## src/rtl/bus_term_pkg.sv

```systemverilog
package bus_term_pkg;

  typedef enum logic [2:0] {
    TERM_NORMAL = 3'd0,
    TERM_HALT   = 3'd1,
    TERM_BERR   = 3'd2,
    TERM_RETRY  = 3'd3,
    TERM_SPUR   = 3'd4
  } term_code_e;

  typedef enum logic [1:0] {
    ST_IDLE,
    ST_WAIT,
    ST_LATE,
    ST_DRAIN
  } term_state_e;

  typedef struct packed {
    logic strobe;
    logic ack;
    logic avec;
    logic berr;
    logic halt;
    logic iack;
  } bus_smp_t;

  function automatic term_code_e classify(input logic b, input logic h, input logic iack);
    if (b && h)         return TERM_RETRY;
    else if (b && iack) return TERM_SPUR;
    else if (b)         return TERM_BERR;
    else if (h)         return TERM_HALT;
    else                return TERM_NORMAL;
  endfunction

endpackage

```

## src/rtl/bt_sampler.sv

```systemverilog
module bt_sampler #(
  parameter int W = 6
) (
  input  logic         clk,
  input  logic         rst,
  input  logic [W-1:0] d,
  output logic [W-1:0] q
);

  always_ff @(negedge clk) begin
    if (rst) q <= '0;
    else     q <= d;
  end

endmodule

```

## src/rtl/bt_bus_monitor.sv

```systemverilog
module bt_bus_monitor #(
  parameter int CNT_W = 8
) (
  input  logic             clk,
  input  logic             rst,
  input  logic             clear,
  input  logic             count_en,
  input  logic             enable,
  input  logic [CNT_W-1:0] limit,
  output logic             expire
);

  localparam int EW = CNT_W + 1;

  logic [CNT_W-1:0] cnt;
  logic [EW-1:0]    next_cnt;

  assign next_cnt = {1'b0, cnt} + EW'(1);
  assign expire   = enable && count_en && (next_cnt >= {1'b0, limit});

  always_ff @(posedge clk) begin
    if (rst || clear)
      cnt <= '0;
    else if (enable && count_en && !expire)
      cnt <= next_cnt[CNT_W-1:0];
  end

  assert_cnt_bound_R7: assert property (@(posedge clk) disable iff (rst)
    enable |-> (cnt <= limit));

  assert_cleared_R7: assert property (@(posedge clk) disable iff (rst)
    $past(clear) |-> (cnt == '0));

endmodule

```

## src/rtl/bus_term_ctrl.sv

```systemverilog
module bus_term_ctrl
  import bus_term_pkg::*;
#(
  parameter int CNT_W = 8
) (
  input  logic             clk,
  input  logic             rst,
  input  logic             as_i,
  input  logic             ack_i,
  input  logic             avec_i,
  input  logic             berr_i,
  input  logic             halt_i,
  input  logic             iack_i,
  input  logic             mon_en_i,
  input  logic [CNT_W-1:0] mon_limit_i,
  output logic             term_valid_o,
  output logic [2:0]       term_code_o,
  output logic             mon_berr_o
);

  localparam int SW = $bits(bus_smp_t);

  bus_smp_t    raw, smp;
  term_state_e state;
  logic        seen_b, seen_h, iack_q;
  logic        in_cycle, got_ack, stop, expire, mon_clear, count_en;
  logic        fin_b, fin_h;

  assign raw = '{strobe: as_i, ack: ack_i, avec: avec_i,
                 berr: berr_i, halt: halt_i, iack: iack_i};

  bt_sampler #(.W(SW)) u_sampler (
    .clk (clk),
    .rst (rst),
    .d   (raw),
    .q   (smp)
  );

  assign in_cycle  = smp.strobe && (state == ST_IDLE || state == ST_WAIT);
  assign got_ack   = smp.ack || smp.avec;
  assign count_en  = in_cycle && !got_ack && !smp.berr;
  assign stop      = in_cycle && (got_ack || smp.berr || expire);
  assign mon_clear = (state == ST_DRAIN) || (state == ST_IDLE && !smp.strobe);

  bt_bus_monitor #(.CNT_W(CNT_W)) u_monitor (
    .clk      (clk),
    .rst      (rst),
    .clear    (mon_clear),
    .count_en (count_en),
    .enable   (mon_en_i),
    .limit    (mon_limit_i),
    .expire   (expire)
  );

  // late sample: bus error always counts, halt only alongside a bus error
  assign fin_b = seen_b || smp.berr;
  assign fin_h = seen_h || (fin_b && smp.halt);

  always_ff @(posedge clk) begin
    if (rst) begin
      state        <= ST_IDLE;
      seen_b       <= 1'b0;
      seen_h       <= 1'b0;
      iack_q       <= 1'b0;
      term_valid_o <= 1'b0;
      term_code_o  <= TERM_NORMAL;
      mon_berr_o   <= 1'b0;
    end else begin
      term_valid_o <= 1'b0;
      case (state)
        ST_IDLE, ST_WAIT: begin
          if (in_cycle) begin
            seen_h <= ((state == ST_WAIT) && seen_h) || smp.halt;
            seen_b <= smp.berr || expire;
            iack_q <= smp.iack;
            if (expire) mon_berr_o <= 1'b1;
            state <= stop ? ST_LATE : ST_WAIT;
          end else begin
            seen_h <= 1'b0;
            seen_b <= 1'b0;
            state  <= ST_IDLE;
          end
        end
        ST_LATE: begin
          term_valid_o <= 1'b1;
          term_code_o  <= classify(fin_b, fin_h, iack_q);
          state        <= ST_DRAIN;
        end
        default: begin
          if (!smp.strobe) begin
            state      <= ST_IDLE;
            mon_berr_o <= 1'b0;
            seen_b     <= 1'b0;
            seen_h     <= 1'b0;
          end
        end
      endcase
    end
  end

  assert_one_pulse_R9: assert property (@(posedge clk) disable iff (rst)
    term_valid_o |=> !term_valid_o);

  assert_code_range_R2: assert property (@(posedge clk) disable iff (rst)
    term_valid_o |-> (term_code_o <= 3'd4));

  assert_spur_iack_R6: assert property (@(posedge clk) disable iff (rst)
    (term_valid_o && term_code_o == TERM_SPUR) |-> iack_q);

  assert_mon_enabled_R8: assert property (@(posedge clk) disable iff (rst)
    $rose(mon_berr_o) |-> mon_en_i);

  assert_mon_term_R7: assert property (@(posedge clk) disable iff (rst)
    $rose(mon_berr_o) |=> (term_valid_o && term_code_o != TERM_NORMAL
                           && term_code_o != TERM_HALT));

  assert_halt_no_berr_R3: assert property (@(posedge clk) disable iff (rst)
    (term_valid_o && term_code_o == TERM_HALT) |-> !mon_berr_o);

endmodule

```

## config.mk

```make
export PLATFORM = sky130hd
export DESIGN_NAME = bus_term_ctrl
export DESIGN_NICKNAME = d
export VERILOG_FILES = /design/src/rtl/bus_term_pkg.sv /design/src/rtl/bt_sampler.sv /design/src/rtl/bt_bus_monitor.sv /design/src/rtl/bus_term_ctrl.sv
export SDC_FILE = /design/constraint.sdc
export NUM_CORES = 1
export LEC_CHECK = 0
export ABC_AREA = 1
export BUFFER_PORTS_ARGS = -buffer_cell sky130_fd_sc_hd__buf_2
export CAP_MARGIN = 25
export CELL_PAD_IN_SITES_DETAIL_PLACEMENT = 0
export CELL_PAD_IN_SITES_GLOBAL_PLACEMENT = 2
export CORE_MARGIN = 5
export CORE_UTILIZATION = 30
export DETAILED_ROUTE_END_ITERATION = 7
export GPL_TIMING_DRIVEN = 0
export PLACE_DENSITY = 0.85
export SYNTH_ARGS = -nofsm -noshare
export SYNTH_HDL_FRONTEND = slang
export SYNTH_SLANG_ARGS = --single-unit
```

## constraint.sdc

```tcl
create_clock -name clk -period 2.3 [get_ports clk]
set_input_delay 0.115 -clock clk [delete_from_list [all_inputs] [get_ports clk]]
set_output_delay 0.115 -clock clk [all_outputs]
set_load 0.005 [all_outputs]
```

======== After elaboration in Yosys (flattened, before gate mapping) ========
Index checks and enable logic that the tools add are counted.
operators by class
  add/subtract/negate cells ............... 1
  $lt $le $gt $ge ......................... 1
  equal/unequal tests ..................... 7
  multiplexer cells ....................... 17
  bitwise operators ....................... 1
  reduce and logical (&&, ||, !) cells .... 31
operator list
  operator                                                                number
  1-bit logical AND                                                       12
  1-bit logical OR                                                        10
  8-bit by 1-bit adder with 9-bit output (second input constant)          1
  9-bit by 8-bit >= comparator with 1-bit output                          1
  2-bit 2-to-1 mux                                                        4
  1-bit 2-to-1 mux                                                        7
  3-bit 2-to-1 mux                                                        2
  2-bit inequality test (second input constant)                           3
  1-bit case mux with 2 select lines                                      3
  2-bit equality test (second input constant)                             2
  1-bit logical NOT                                                       4
  2-bit case mux with 2 select lines                                      1
  2-bit AND reduction                                                     2
  4-bit AND reduction                                                     1
  3-bit inequality test (second input constant)                           1
  2-bit by 1-bit equality test with 1-bit output (second input constant)  1
  2-bit logical NOT                                                       1
  2-bit OR reduction                                                      1
  1-bit inverter                                                          1
storage, ports and cells
  bits in registers ....................... 24
  input port bits ......................... 17
  output and inout bits ................... 5
  logic and storage cells ................. 67

======== Logic depth before layout (Yosys ltp) ========
  word-level depth ........................ 12
  depth in mapped cells ................... 18
  gate-level depth less buffers ........... 17

======== By module ========
From an unflattened synthesis, not the netlist that was laid out.
second synthesis, totals
  cells, all modules ...................... 198
  area, all modules ....................... 1433.9 µm²
by module, submodules not included
  module          instances  cells each  area each (µm²)  sequential area each (µm²)
  bt_bus_monitor  1          108         749.5            160.2
  bus_term_ctrl   1          71          515.5            200.2
  bt_sampler      1          19          168.9            120.1

==> insert_results.sql <==
INSERT INTO impl_metrics (metric_group, metric, value, unit) VALUES
('yosys', 'synth_fp_nets', '205', ''),
('cts', 'clk_transition_reported_paths', '0.09', 'ns'),
('drt', 'drt_first_iter_violations', '16', ''),
('run_status', 'violations', 'setup timing', ''),
('critical_path', 'timing.critical_path.to_type', 'register', ''),
('cts', 'cts_sinks', '24', ''),
('drt', 'postRouteWirelength', '2.66', 'mm'),
('yosys', 'synth.ff_latch_count', '24', ''),
('layout', 'layout.core_utilization', '43.2', '%'),
('power_and_ir_drop', 'power.leakage', '0.927', 'nW'),
('placed_design', 'gp_congestion', '0.762', ''),
('global_route', 'largest_net_degree_at_the_start_of_global_routing', '15', ''),
('timing', 'fin_worst_skew', '0.0648', 'ns'),
('layout', 'drive_above_1_share', '34.7', '%'),
('drt', 'antenna_violating_nets_post_route', '0', ''),
('placed_design', 'dp_hpwl', '1.98', 'mm'),
('power_and_ir_drop', 'finalPower', '860', 'uW'),
('floorplan', 'rows', '23', ''),
('yosys', 'yosys.cell_types.count', '21', ''),
('critical_path', 'critical_path_required', '2.51', 'ns'),
('yosys', 'yosysTopAreaCell', 'sky130_fd_sc_hd__dfxtp_1', ''),
('timing', 'fin_hold_viols', '0', ''),
('yosys', 'yosys_warnings', '0', ''),
('global_route', 'wire_length_of_the_first_global_routing_pass', '4.91', 'mm'),
('drt', 'drt_first_pass_iters', '4', ''),
('yosys', 'synthFlopType', 'sky130_fd_sc_hd__dfxtp_1', ''),
('yosys', 'synth-edff-count', '0', ''),
('cts', 'clk-insertion-delay-late', '0.33', 'ns'),
('layout', 'area.growth.synth_to_final', '36.5', '%'),
('drt', 'drc', '0', ''),
('floorplan', 'die_w', '75.7', 'um'),
('floorplan', 'io_pins', '22', ''),
('placed_design', 'place_ws', '-0.329', 'ns'),
('yosys', 'sequential_to_total_area_share_from_yosys_stat', '37.1', '%'),
('timing', 'unrepaired_setup_endpoints_after_global_routing', 'true', ''),
('yosys', 'postSynthCellCount', '179', ''),
('power_and_ir_drop', 'max-vdd-ir-drop', '0.326', 'mV'),
('run_status', 'outcome', 'finished with violations', ''),
('worst_hold_path', 'min_path_type', 'in -> reg', ''),
('yosys', 'synth_top_cell_area_share', '37.1', '%'),
('floorplan', 'start_util', '31.7', '%'),
('yosys', 'ys_top_cells_by_count', 'sky130_fd_sc_hd__inv_1 (38), sky130_fd_sc_hd__nand2_1 (38), sky130_fd_sc_hd__dfxtp_1 (24)', ''),
('yosys', 'yosys-top-cells-area', 'sky130_fd_sc_hd__dfxtp_1 (37%), sky130_fd_sc_hd__inv_1 (11%), sky130_fd_sc_hd__nand2_1 (11%), sky130_fd_sc_hd__ha_1 (8.7%), sky130_fd_sc_hd__nor2_1 (6.7%)', ''),
('layout', 'diodes', '0', ''),
('floorplan', 'floorplan.core_area', '0.00409', 'mm2'),
('drt', 'via_count', '1176', ''),
('critical_path', 'critical_path.max_fanout', '3', ''),
('critical_path', 'startpoint_type', 'register', ''),
('global_route', 'grt_use_total', '11.1', '%'),
('job', 'maxCapViolations', '0', ''),
('global_route', 'grt.overflow.total', '0', ''),
('cts', 'cts.path.max_buffers', '2', ''),
('floorplan', 'die-area', '0.00573', 'mm2'),
('drt', 'avgViaCountPerCell', '4.32', ''),
('timing', 'maxSlewHeadroom', '66.8', '%'),
('yosys', 'netlist_area', '0.00129', 'mm2'),
('critical_path', 'crit_path_dat', '2.73', 'ns'),
('timing', 'final.setup.tns', '-2.35', 'ns'),
('cts', 'cts_tree', 'yes', ''),
('cts', 'number_of_buffers_created_by_cts', '3', ''),
('timing', 'final.setup.worst_slack', '-0.220', 'ns'),
('cts', 'cts_max_level', '1', ''),
('floorplan', 'die_y', '75.7', 'um'),
('global_route', 'number_of_antenna_violations_at_the_first_check_in_global_routing', '0', ''),
('power_and_ir_drop', 'power_density', '487', 'mW/mm2'),
('timing', 'setup-violations-final', '12', ''),
('layout', 'fin_nets', '249', ''),
('cts', 'clock-root-buffer', 'sky130_fd_sc_hd__clkbuf_8', ''),
('placed_design', 'place.port_buffers', '20', ''),
('timing', 'slew_violations', '0', ''),
('yosys', 'asyncSetResetFlopFracSynth', '0', '%'),
('timing', 'tightestPinTransition', '0.498', 'ns'),
('global_route', 'via_count_of_the_first_global_routing_pass', '1183', ''),
('critical_path', 'timing_worst_setup_path_type', 'reg -> reg', ''),
('yosys', 'synth_area_per_cell', '7.23', 'um2'),
('drt', 'routed_wire_length_per_instance', '9.79', 'um');
worst max-delay path, cell delays in order, from the launching register on:
cell and delay [ns]:
sky130_fd_sc_hd__dfxtp_2 0.32, sky130_fd_sc_hd__inv_2 0.05, sky130_fd_sc_hd__nor2_4 0.09, sky130_fd_sc_hd__inv_2 0.06, sky130_fd_sc_hd__nor3b_4 0.25, sky130_fd_sc_hd__buf_4 0.16
sky130_fd_sc_hd__buf_6 0.09, sky130_fd_sc_hd__nand4_1 0.10, sky130_fd_sc_hd__a21oi_2 0.12
logic make-up (layout without fill, tap and decap cells):
group	Yosys count	after routing	share of synthesized area, %
xor gates and xnor gates	4	4	2.71
and+or+nand+nor	77	77	26.0
DFF	24	24	37.1
AOI/OAI and AO/OA	23	23	12.1
adders and majority gates	9	9	8.70
buffers and inverters	42	85	13.3
area by class of cell:
type	count	area (um2)
fill	435	2320
multi-input combinational	113	757
sequential	24	484
timing repair buffer	34	220
inverter	38	143
tap	50	62.6
clock buffer	3	41.3
clock inverter	7	31.3
buffer	3	26.3
path summary, 6_finish.rpt:
check	from	to	slack, ns	cells after the start
setup / recovery	u_sampler.q[5]	u_monitor.cnt[0]	-0.22	8
hold / removal	rst	seen_b	0.04	2
setup reg to reg	u_sampler.q[5]	u_monitor.cnt[0]	-0.22	8
hold reg to reg	term_code_o[1]	term_code_o[1]	0.47	2
metal layers:
metal / GRT usage [%] / vias up / part of all wire [%]
met2: 20.2 / 19 / 49
met3: 1.98 / 2 / 4.6
li1: - / 648 / -
met4: 3.50 / 0 / 1.0
met1: 13.2 / 507 / 45
met5: 0 / - / 0
placed cells by master (no fill, tap or decap), types with 7 or more instances in the layout:
cell type,n
sky130_fd_sc_hd__a21oi_1,7
sky130_fd_sc_hd__inv_1,42
sky130_fd_sc_hd__nor2_1,20
sky130_fd_sc_hd__buf_2,20
sky130_fd_sc_hd__a21oi_2,7
sky130_fd_sc_hd__dfxtp_1,21
sky130_fd_sc_hd__ha_1,9
sky130_fd_sc_hd__buf_4,10
sky130_fd_sc_hd__nand2_1,25
sky130_fd_sc_hd__nand2_2,9
metrics by stage:
stage               hold slack (ns)  instances  area (um2)
CTS                          0.0314        265        1630
global route                 0.0356        272        1770
global placement              0.331        249        1460
detailed placement            0.334        249        1460
floorplan                     0.306        179        1290
finish                       0.0361        272        1770
power breakdown:
part	total (mW)	internal [mW]	switching (mW)
clock network	0.305	0.138	0.167
logic	0.116	0.0560	0.0601
registers	0.439	0.429	0.00941
total	0.860	0.624	0.237
sequential cells by signal, summed over array words and instances (netlist names):
| register | count |
|---|---|
| u_sampler.q | 6 |
| term_code_o | 3 |
| mon_berr_o | 1 |
| seen_b | 1 |
| u_monitor.cnt | 8 |
| iack_q | 1 |
| seen_h | 1 |
| term_valid_o | 1 |
| state | 2 |
timing repair:
action / 4_1_cts / 5_1_grt
endpoints found under the setup margin: 12 / 15
hold endpoints to repair: 0 / 0
cloned: 1 / 0
hold buffers: 0 / 0
resized for setup: 19 / 23
setup buffers: 6 / 8
pin swaps: 6 / 10
Power figures use the tool's default switching activity.
